===== src/rtl/isa_dec_pkg.sv =====
package isa_dec_pkg;
  localparam int unsigned NCMD     = 4;
  localparam int unsigned C_IOR    = 0;
  localparam int unsigned C_IOW    = 1;
  localparam int unsigned C_MEMR   = 2;
  localparam int unsigned C_MEMW   = 3;
  localparam int unsigned DATA_W   = 16;
  localparam int unsigned OFF_W    = 12;
  localparam int unsigned IO_AW    = 16;
  localparam int unsigned NPORTS   = 8;
  localparam int unsigned PORT_W   = $clog2(NPORTS);

  typedef struct packed {
    logic              rd;
    logic              wr;
    logic              mem;
    logic              err;
    logic [OFF_W-1:0]  off;
    logic [DATA_W-1:0] data;
  } acc_t;
endpackage


===== src/rtl/isa_cmd_sync.sv =====
module isa_cmd_sync #(
  parameter int unsigned WIDTH       = 4,
  parameter int unsigned SYNC_STAGES = 2
) (
  input  logic             clk,
  input  logic             rst_ni,
  input  logic [WIDTH-1:0] cmd_n_i,
  output logic [WIDTH-1:0] lvl_n_o,
  output logic [WIDTH-1:0] fall_o
);
  logic [WIDTH-1:0] stg_q [SYNC_STAGES];
  logic [WIDTH-1:0] stg_d [SYNC_STAGES];
  logic [WIDTH-1:0] prev_q, prev_d;

  generate
    for (genvar s = 0; s < SYNC_STAGES; s++) begin : g_stage
      if (s == 0) begin : g_first
        always_comb stg_d[s] = cmd_n_i;
      end else begin : g_next
        always_comb stg_d[s] = stg_q[s-1];
      end
      always_ff @(posedge clk or negedge rst_ni) begin
        if (!rst_ni) stg_q[s] <= '1;
        else         stg_q[s] <= stg_d[s];
      end
    end
  endgenerate

  always_comb prev_d = stg_q[SYNC_STAGES-1];

  always_ff @(posedge clk or negedge rst_ni) begin
    if (!rst_ni) prev_q <= '1;
    else         prev_q <= prev_d;
  end

  always_comb begin
    lvl_n_o = stg_q[SYNC_STAGES-1];
    fall_o  = prev_q & ~stg_q[SYNC_STAGES-1];
  end

  generate
    for (genvar i = 0; i < WIDTH; i++) begin : g_chk
      assert_single_fall_R9: assert property (@(posedge clk) disable iff (!rst_ni)
        fall_o[i] |=> !fall_o[i]);
    end
  endgenerate
endmodule


===== src/rtl/isa_win_match.sv =====
module isa_win_match
  import isa_dec_pkg::*;
#(
  parameter int unsigned ADDR_W = 20
) (
  input  logic              aen_i,
  input  logic [ADDR_W-1:0] sa_i,
  input  logic              mem_en_i,
  input  logic [IO_AW-1:0]  io_base_i,
  input  logic [ADDR_W-1:0] mem_base_i,
  output logic              io_hit_o,
  output logic              mem_hit_o
);
  localparam int unsigned IO_LSB  = 4;
  localparam int unsigned MEM_LSB = OFF_W;

  logic io_tag_eq, mem_tag_eq;

  always_comb begin
    io_tag_eq  = (sa_i[IO_AW-1:IO_LSB] == io_base_i[IO_AW-1:IO_LSB]);
    mem_tag_eq = (sa_i[ADDR_W-1:MEM_LSB] == mem_base_i[ADDR_W-1:MEM_LSB]);
    io_hit_o   = io_tag_eq & ~aen_i;
    mem_hit_o  = mem_tag_eq & mem_en_i;
  end
endmodule


===== src/rtl/isa_acc_ctl.sv =====
module isa_acc_ctl
  import isa_dec_pkg::*;
#(
  parameter int unsigned ADDR_W = 20
) (
  input  logic              clk,
  input  logic              rst_ni,
  input  logic [NCMD-1:0]   lvl_n_i,
  input  logic [NCMD-1:0]   fall_i,
  input  logic              io_hit_i,
  input  logic              mem_hit_i,
  input  logic [ADDR_W-1:0] sa_i,
  input  logic [DATA_W-1:0] wdata_i,
  output acc_t              acc_o
);
  logic io_conf, mem_conf;
  logic io_conf_q, mem_conf_q;
  logic io_rd, io_wr, mem_rd, mem_wr, any_io;
  logic err_d, load_en;
  acc_t acc_q, acc_d;

  always_comb begin
    io_conf  = ~lvl_n_i[C_IOR]  & ~lvl_n_i[C_IOW];
    mem_conf = ~lvl_n_i[C_MEMR] & ~lvl_n_i[C_MEMW];
    err_d    = (io_conf & ~io_conf_q & io_hit_i) |
               (mem_conf & ~mem_conf_q & mem_hit_i);
    io_rd    = fall_i[C_IOR]  & ~io_conf  & io_hit_i  & ~err_d;
    io_wr    = fall_i[C_IOW]  & ~io_conf  & io_hit_i  & ~err_d;
    any_io   = io_rd | io_wr;
    mem_rd   = fall_i[C_MEMR] & ~mem_conf & mem_hit_i & ~err_d & ~any_io;
    mem_wr   = fall_i[C_MEMW] & ~mem_conf & mem_hit_i & ~err_d & ~any_io;
    load_en  = any_io | mem_rd | mem_wr;
  end

  always_comb begin
    acc_d      = acc_q;
    acc_d.rd   = io_rd | mem_rd;
    acc_d.wr   = io_wr | mem_wr;
    acc_d.err  = err_d;
    if (load_en) begin
      acc_d.mem  = mem_rd | mem_wr;
      acc_d.off  = sa_i[OFF_W-1:0];
      acc_d.data = wdata_i;
    end
  end

  always_ff @(posedge clk or negedge rst_ni) begin
    if (!rst_ni) begin
      acc_q      <= '0;
      io_conf_q  <= 1'b0;
      mem_conf_q <= 1'b0;
    end else begin
      acc_q      <= acc_d;
      io_conf_q  <= io_conf;
      mem_conf_q <= mem_conf;
    end
  end

  always_comb acc_o = acc_q;

  assert_rd_wr_excl_R8: assert property (@(posedge clk) disable iff (!rst_ni)
    !(acc_q.rd && acc_q.wr));
  assert_err_blocks_R8: assert property (@(posedge clk) disable iff (!rst_ni)
    acc_q.err |-> !(acc_q.rd || acc_q.wr));
  assert_stb_pulse_R9: assert property (@(posedge clk) disable iff (!rst_ni)
    (acc_q.rd || acc_q.wr) |=> !(acc_q.rd || acc_q.wr));
endmodule


===== src/rtl/isa_reg_stub.sv =====
module isa_reg_stub
  import isa_dec_pkg::*;
#(
  parameter int unsigned MEM_WORDS = 16
) (
  input  logic              clk,
  input  logic              rst_ni,
  input  acc_t              acc_i,
  output logic [DATA_W-1:0] rdata_o
);
  localparam int unsigned MW_BITS = $clog2(MEM_WORDS);

  logic [DATA_W-1:0] port_q [NPORTS];
  logic [DATA_W-1:0] mem_q  [MEM_WORDS];
  logic [DATA_W-1:0] rdata_q, rdata_d;
  logic [PORT_W-1:0] pidx;
  logic [MW_BITS-1:0] midx;

  always_comb begin
    pidx = acc_i.off[PORT_W:1];
    midx = acc_i.off[MW_BITS:1];
  end

  generate
    for (genvar p = 0; p < NPORTS; p++) begin : g_port
      logic we;
      always_comb we = acc_i.wr & ~acc_i.mem & (pidx == PORT_W'(p));
      always_ff @(posedge clk or negedge rst_ni) begin
        if (!rst_ni)  port_q[p] <= '0;
        else if (we)  port_q[p] <= acc_i.data;
      end
    end
    for (genvar w = 0; w < MEM_WORDS; w++) begin : g_word
      logic we;
      always_comb we = acc_i.wr & acc_i.mem & (midx == MW_BITS'(w));
      always_ff @(posedge clk or negedge rst_ni) begin
        if (!rst_ni)  mem_q[w] <= '0;
        else if (we)  mem_q[w] <= acc_i.data;
      end
    end
  endgenerate

  always_comb begin
    rdata_d = rdata_q;
    if (acc_i.rd) rdata_d = acc_i.mem ? mem_q[midx] : port_q[pidx];
  end

  always_ff @(posedge clk or negedge rst_ni) begin
    if (!rst_ni) rdata_q <= '0;
    else         rdata_q <= rdata_d;
  end

  always_comb rdata_o = rdata_q;

  assert_port_write_R11: assert property (@(posedge clk) disable iff (!rst_ni)
    (acc_i.wr && !acc_i.mem) |=> port_q[$past(pidx)] == $past(acc_i.data));
endmodule


===== src/rtl/isa_slave_decoder.sv =====
module isa_slave_decoder
  import isa_dec_pkg::*;
#(
  parameter int unsigned ADDR_W      = 20,
  parameter int unsigned SYNC_STAGES = 2,
  parameter int unsigned MEM_WORDS   = 16
) (
  input  logic              clk,
  input  logic              rst_n,
  input  logic              aen,
  input  logic [ADDR_W-1:0] sa,
  input  logic              ior_n,
  input  logic              iow_n,
  input  logic              memr_n,
  input  logic              memw_n,
  input  logic              mem_en,
  input  logic [15:0]       io_base,
  input  logic [ADDR_W-1:0] mem_base,
  input  logic [15:0]       wr_data,
  output logic              rd_stb,
  output logic              wr_stb,
  output logic              is_mem,
  output logic [2:0]        port_idx,
  output logic              byte_lane,
  output logic [11:0]       mem_off,
  output logic              cmd_err,
  output logic [15:0]       rd_data
);
  logic [1:0]      rst_pipe_q;
  logic            rst_ni;
  logic [NCMD-1:0] cmd_n, lvl_n, fall;
  logic            io_hit, mem_hit;
  acc_t            acc;

  always_ff @(posedge clk or negedge rst_n) begin
    if (!rst_n) rst_pipe_q <= 2'b00;
    else        rst_pipe_q <= {rst_pipe_q[0], 1'b1};
  end
  always_comb rst_ni = rst_pipe_q[1];

  always_comb begin
    cmd_n          = '1;
    cmd_n[C_IOR]   = ior_n;
    cmd_n[C_IOW]   = iow_n;
    cmd_n[C_MEMR]  = memr_n;
    cmd_n[C_MEMW]  = memw_n;
  end

  isa_cmd_sync #(.WIDTH(NCMD), .SYNC_STAGES(SYNC_STAGES)) u_sync (
    .clk(clk), .rst_ni(rst_ni), .cmd_n_i(cmd_n), .lvl_n_o(lvl_n), .fall_o(fall)
  );

  isa_win_match #(.ADDR_W(ADDR_W)) u_match (
    .aen_i(aen), .sa_i(sa), .mem_en_i(mem_en), .io_base_i(io_base),
    .mem_base_i(mem_base), .io_hit_o(io_hit), .mem_hit_o(mem_hit)
  );

  isa_acc_ctl #(.ADDR_W(ADDR_W)) u_ctl (
    .clk(clk), .rst_ni(rst_ni), .lvl_n_i(lvl_n), .fall_i(fall),
    .io_hit_i(io_hit), .mem_hit_i(mem_hit), .sa_i(sa), .wdata_i(wr_data),
    .acc_o(acc)
  );

  isa_reg_stub #(.MEM_WORDS(MEM_WORDS)) u_stub (
    .clk(clk), .rst_ni(rst_ni), .acc_i(acc), .rdata_o(rd_data)
  );

  always_comb begin
    rd_stb    = acc.rd;
    wr_stb    = acc.wr;
    is_mem    = acc.mem;
    port_idx  = acc.off[3:1];
    byte_lane = acc.off[0];
    mem_off   = acc.off;
    cmd_err   = acc.err;
  end

  assert_mem_gate_R7: assert property (@(posedge clk) disable iff (!rst_ni)
    ((rd_stb || wr_stb) && is_mem) |-> $past(mem_en));
endmodule


===== config.mk =====
export PLATFORM = sky130hd
export DESIGN_NAME = isa_slave_decoder
export DESIGN_NICKNAME = d
export VERILOG_FILES = /design/src/rtl/isa_dec_pkg.sv /design/src/rtl/isa_cmd_sync.sv /design/src/rtl/isa_win_match.sv /design/src/rtl/isa_acc_ctl.sv /design/src/rtl/isa_reg_stub.sv /design/src/rtl/isa_slave_decoder.sv
export SDC_FILE = /design/constraint.sdc
export NUM_CORES = 1
export LEC_CHECK = 0
export BUFFER_PORTS_ARGS = -buffer_cell sky130_fd_sc_hd__buf_2
export CORE_MARGIN = 1.5
export CORE_UTILIZATION = 31
export CTS_CLUSTER_DIAMETER = 120
export DETAILED_ROUTE_END_ITERATION = 8
export GPL_ROUTABILITY_DRIVEN = 0
export PLACE_DENSITY = 0.54
export REMOVE_ABC_BUFFERS = 1
export SYNTH_ARGS = -nofsm -noshare
export SYNTH_HDL_FRONTEND = slang
export SYNTH_SLANG_ARGS = --single-unit

===== constraint.sdc =====
create_clock -name clk -period 14.1 [get_ports clk]
set_input_delay 1.41 -clock clk [delete_from_list [all_inputs] [get_ports clk]]
set_output_delay 1.41 -clock clk [all_outputs]
set_load 0.05 [all_outputs]

==> impl_metrics.yaml <==
grt:
  grt_pass1_vias: 12000
  grt_usage: 0.138
  grt_start_max_net_pins: 85
  grt_pass1_wl_um: 71500
  overflow: 0
  antenna_found_initial: 1
power:
  comb_power_share: 0.029
  p_per_area_mw_per_mm2: 114
  intPower_mw: 2.05
  p_sw_frac: 0.220
  clkPwrFrac: 0.470
  fin_total_pwr_mw: 2.62
  p_switching_uw: 575
  p_leak_nw: 10.7
  peakVddDrop_v: 0.0000932
  sequentialPowerShare: 0.500
finish:
  final_util: 0.357
  num-nets-final: 1426
  area_delta_synth_final_pct: 14.1
  layout-drive-gt1-share: 0.543
yosys:
  synth_warnings: 0
  synth_edf_count: 0
  synthesis.area_mm2: 0.0201
  yosysSeqAreaShare: 0.559
  post_synth_num_cell_types: 40
  syn_avg_cell_area_um2: 15.6
  synth.cells.most_frequent: "dfrtp_1 (436), mux2_2 (408), mux4_2 (96), clkbuf_1 (68), nor2_1 (37)"
  async_flop_share: 1.00
  yosys.area.top_type: "dfrtp_1"
  synth_top_area_frac: 0.544
  syn_inst: 1285
  synth_area_leaders: "dfrtp_1 (54%), mux2_2 (23%), mux4_2 (11%)"
  ys.flop_type: "dfrtp_1"
  yosysMostFrequentCell: "dfrtp_1"
  synth-seq-cells: 448
timing:
  post-route-period-util: 0.281
  hold_violations: 0
  setup_viol_count_final: 0
  setup_tns_ns: 0
  rsz0062_at_grt: "false"
  fmax_mhz: 252
  min_period_ns: 3.96
  report.final.slew_viol_count: 0
  skew_ns: 0.0163
  slew_headroom: 0.281
  tightest_slew_ns: 1.08
floorplan:
  die_w_um: 257
  dieArea_mm2: 0.0663
  core-area_mm2: 0.0642
  rows: 93
  dieHeight_um: 257
  initial_core_util: 0.312
  num_io_pins: 116
detailed_routing:
  viasPerCell: 4.90
  first_iter_violations: 572
  drc: 0
  drt_pre_antenna_iters: 5
  ant_nets: 0
  routed-via-count: 11000
  wl_um: 44700
  wl_per_cell_um: 20.0
clock_network:
  clockBufferDepth: 3
  cts.clk_slew.worst_paths_ns: 0.06
  cts_setup_buffers: 0
  insertion_delay_ns: 0.58
  tritoncts: "yes"
  htreeDepth: 2
  cts-buffers-inserted: 47
  hold_buffers: 0
  post_cts_resized: 0
  cts_sinks: 448
  cts_root_buffer: "clkbuf_16"
placement:
  port_buffers: 99
  dp_hpwl_um: 27400
critical_path:
  path_buf_inv: 2
  critical_path_arrival_ns: 2.55
  cpPeakStageDelay_ns: 0.92
  crit_path_max_fanout: 74
  critPathKind: "reg -> out"
  path_cells: "buf_12 > buf_2"
  slowest_stage: "dfrtp_4"
  worst-endpoint-required_ns: 12.69
  crit_family: "buffers and inverters"
  cp-start-kind: "flip-flop"
  cp-end-kind: "output pin"
hold_path:
  hp-class: "reg -> reg"
status:
  outcome: "complete, no violations"
flow_run:
  maxCapViolCount: 0
final timing paths:
path / startpoint / to / slack, ns / cells after the start
worst max-delay path: u_ctl.acc_o[17]$_DFFE_PN0P_ / port_idx[0] / 10.14 / 2
worst min-delay path: rst_pipe_q[0]$_DFF_PN0_ / rst_pipe_q[1]$_DFF_PN0_ / 0.35 / 0
worst max register to register: u_ctl.acc_o[17]$_DFFE_PN0P_ / u_stub.port_q[60]$_DFFE_PN0P_ / 10.93 / 4
worst min register to register: rst_pipe_q[0]$_DFF_PN0_ / rst_pipe_q[1]$_DFF_PN0_ / 0.35 / 0
max in group asynchronous: rst_pipe_q[1]$_DFF_PN0_ / u_ctl.acc_o[18]$_DFFE_PN0P_ / 11.00 / 2
min in group asynchronous: rst_pipe_q[1]$_DFF_PN0_ / u_ctl.acc_o[8]$_DFFE_PN0P_ / 0.44 / 0
cells in the final DEF, fill, tap and decap left out, drive strengths merged, types with 5 or more instances in the layout:
cell / count
clkbuf: 79
nand2: 29
mux2i: 16
nor2: 37
nand3b: 5
nor3: 6
o211ai: 16
xor2: 12
a31oi: 17
a22oi: 16
mux4: 96
dfstp: 12
xnor2: 8
buf: 131
mux2: 428
dfrtp: 436
stage by stage:
step / hold WS, ns / std cells / area, µm² / worst slack, ns
2_1_floorplan: 0.331 / 1166 / 19500 / 0.710
3_3_place_gp: 0.337 / 2152 / 21400 / 10.06
5_1_grt: 0.360 / 2238 / 22900 / 9.94
3_5_place_dp: 0.340 / 2152 / 21400 / 10.09
4_1_cts: 0.354 / 2237 / 22900 / 10.02
6_report: 0.351 / 2238 / 22900 / 10.14
registers in the layout, indices dropped and copies added (netlist names):
| name | flops |
|---|---|
| u_sync.stg_d | 4 |
| u_ctl.mem_conf_q | 1 |
| u_sync.prev_q | 4 |
| u_ctl.io_conf_q | 1 |
| u_stub.rdata_o | 16 |
| u_stub.port_q | 128 |
| u_sync.lvl_n_o | 4 |
| u_ctl.acc_o | 32 |
| u_stub.mem_q | 256 |
| rst_pipe_q | 2 |
metal layers:
metal  GRT usage  vias to the layer above  part of all wire
met2       0.224                      153              0.48
met5           0                        -                 0
met4      0.0401                        0             0.023
li1            -                     4848                 -
met3      0.0247                       71             0.033
met1       0.187                     5899              0.46
cells by family (layout without fill, tap and decap cells):
kind of cell	count (synthesis)	after routing	synth area share
AO/OA/AOI/OAI	59	59	0.0208
flip-flops	448	448	0.559
buffers and inverters	119	216	0.0284
other	1	2	0.000187
XOR/XNOR	20	20	0.00873
AND/OR/NAND/NOR	98	98	0.0229
multiplexers	540	540	0.360
worst reg2reg max path, cell delays in order (launching register included):
cell      delay [ns]
dfrtp_4         0.75
buf_12          0.40
nor3b_1         0.52
nand3b_1        0.82
mux2_2          0.57
power by group through the flow:
| stage | logic, mW | registers (mW) | clock network [mW] |
|---|---|---|---|
| after global routing | 0.0862 | 1.31 | 1.33 |
| after floorplan | 0.0205 | 1.36 | 0 |
| after global placement | 0.0789 | 1.33 | 0 |
| final | 0.0770 | 1.31 | 1.23 |
| after detailed placement | 0.0797 | 1.33 | 0 |
| after CTS | 0.0799 | 1.31 | 1.27 |
final cells by class:
cell class                      count  area (µm²)
Multi-Input combinational cell    718        8320
Sequential cell                   448       11200
Clock buffer                       79        1440
Antenna cell                        1        2.50
Fill cell                        6137       41300
Tap cell                          855        1070
Timing Repair Buffer              131         748
Clock inverter                      6        95.1
No activity file was read; power rests on OpenSTA's default activity.
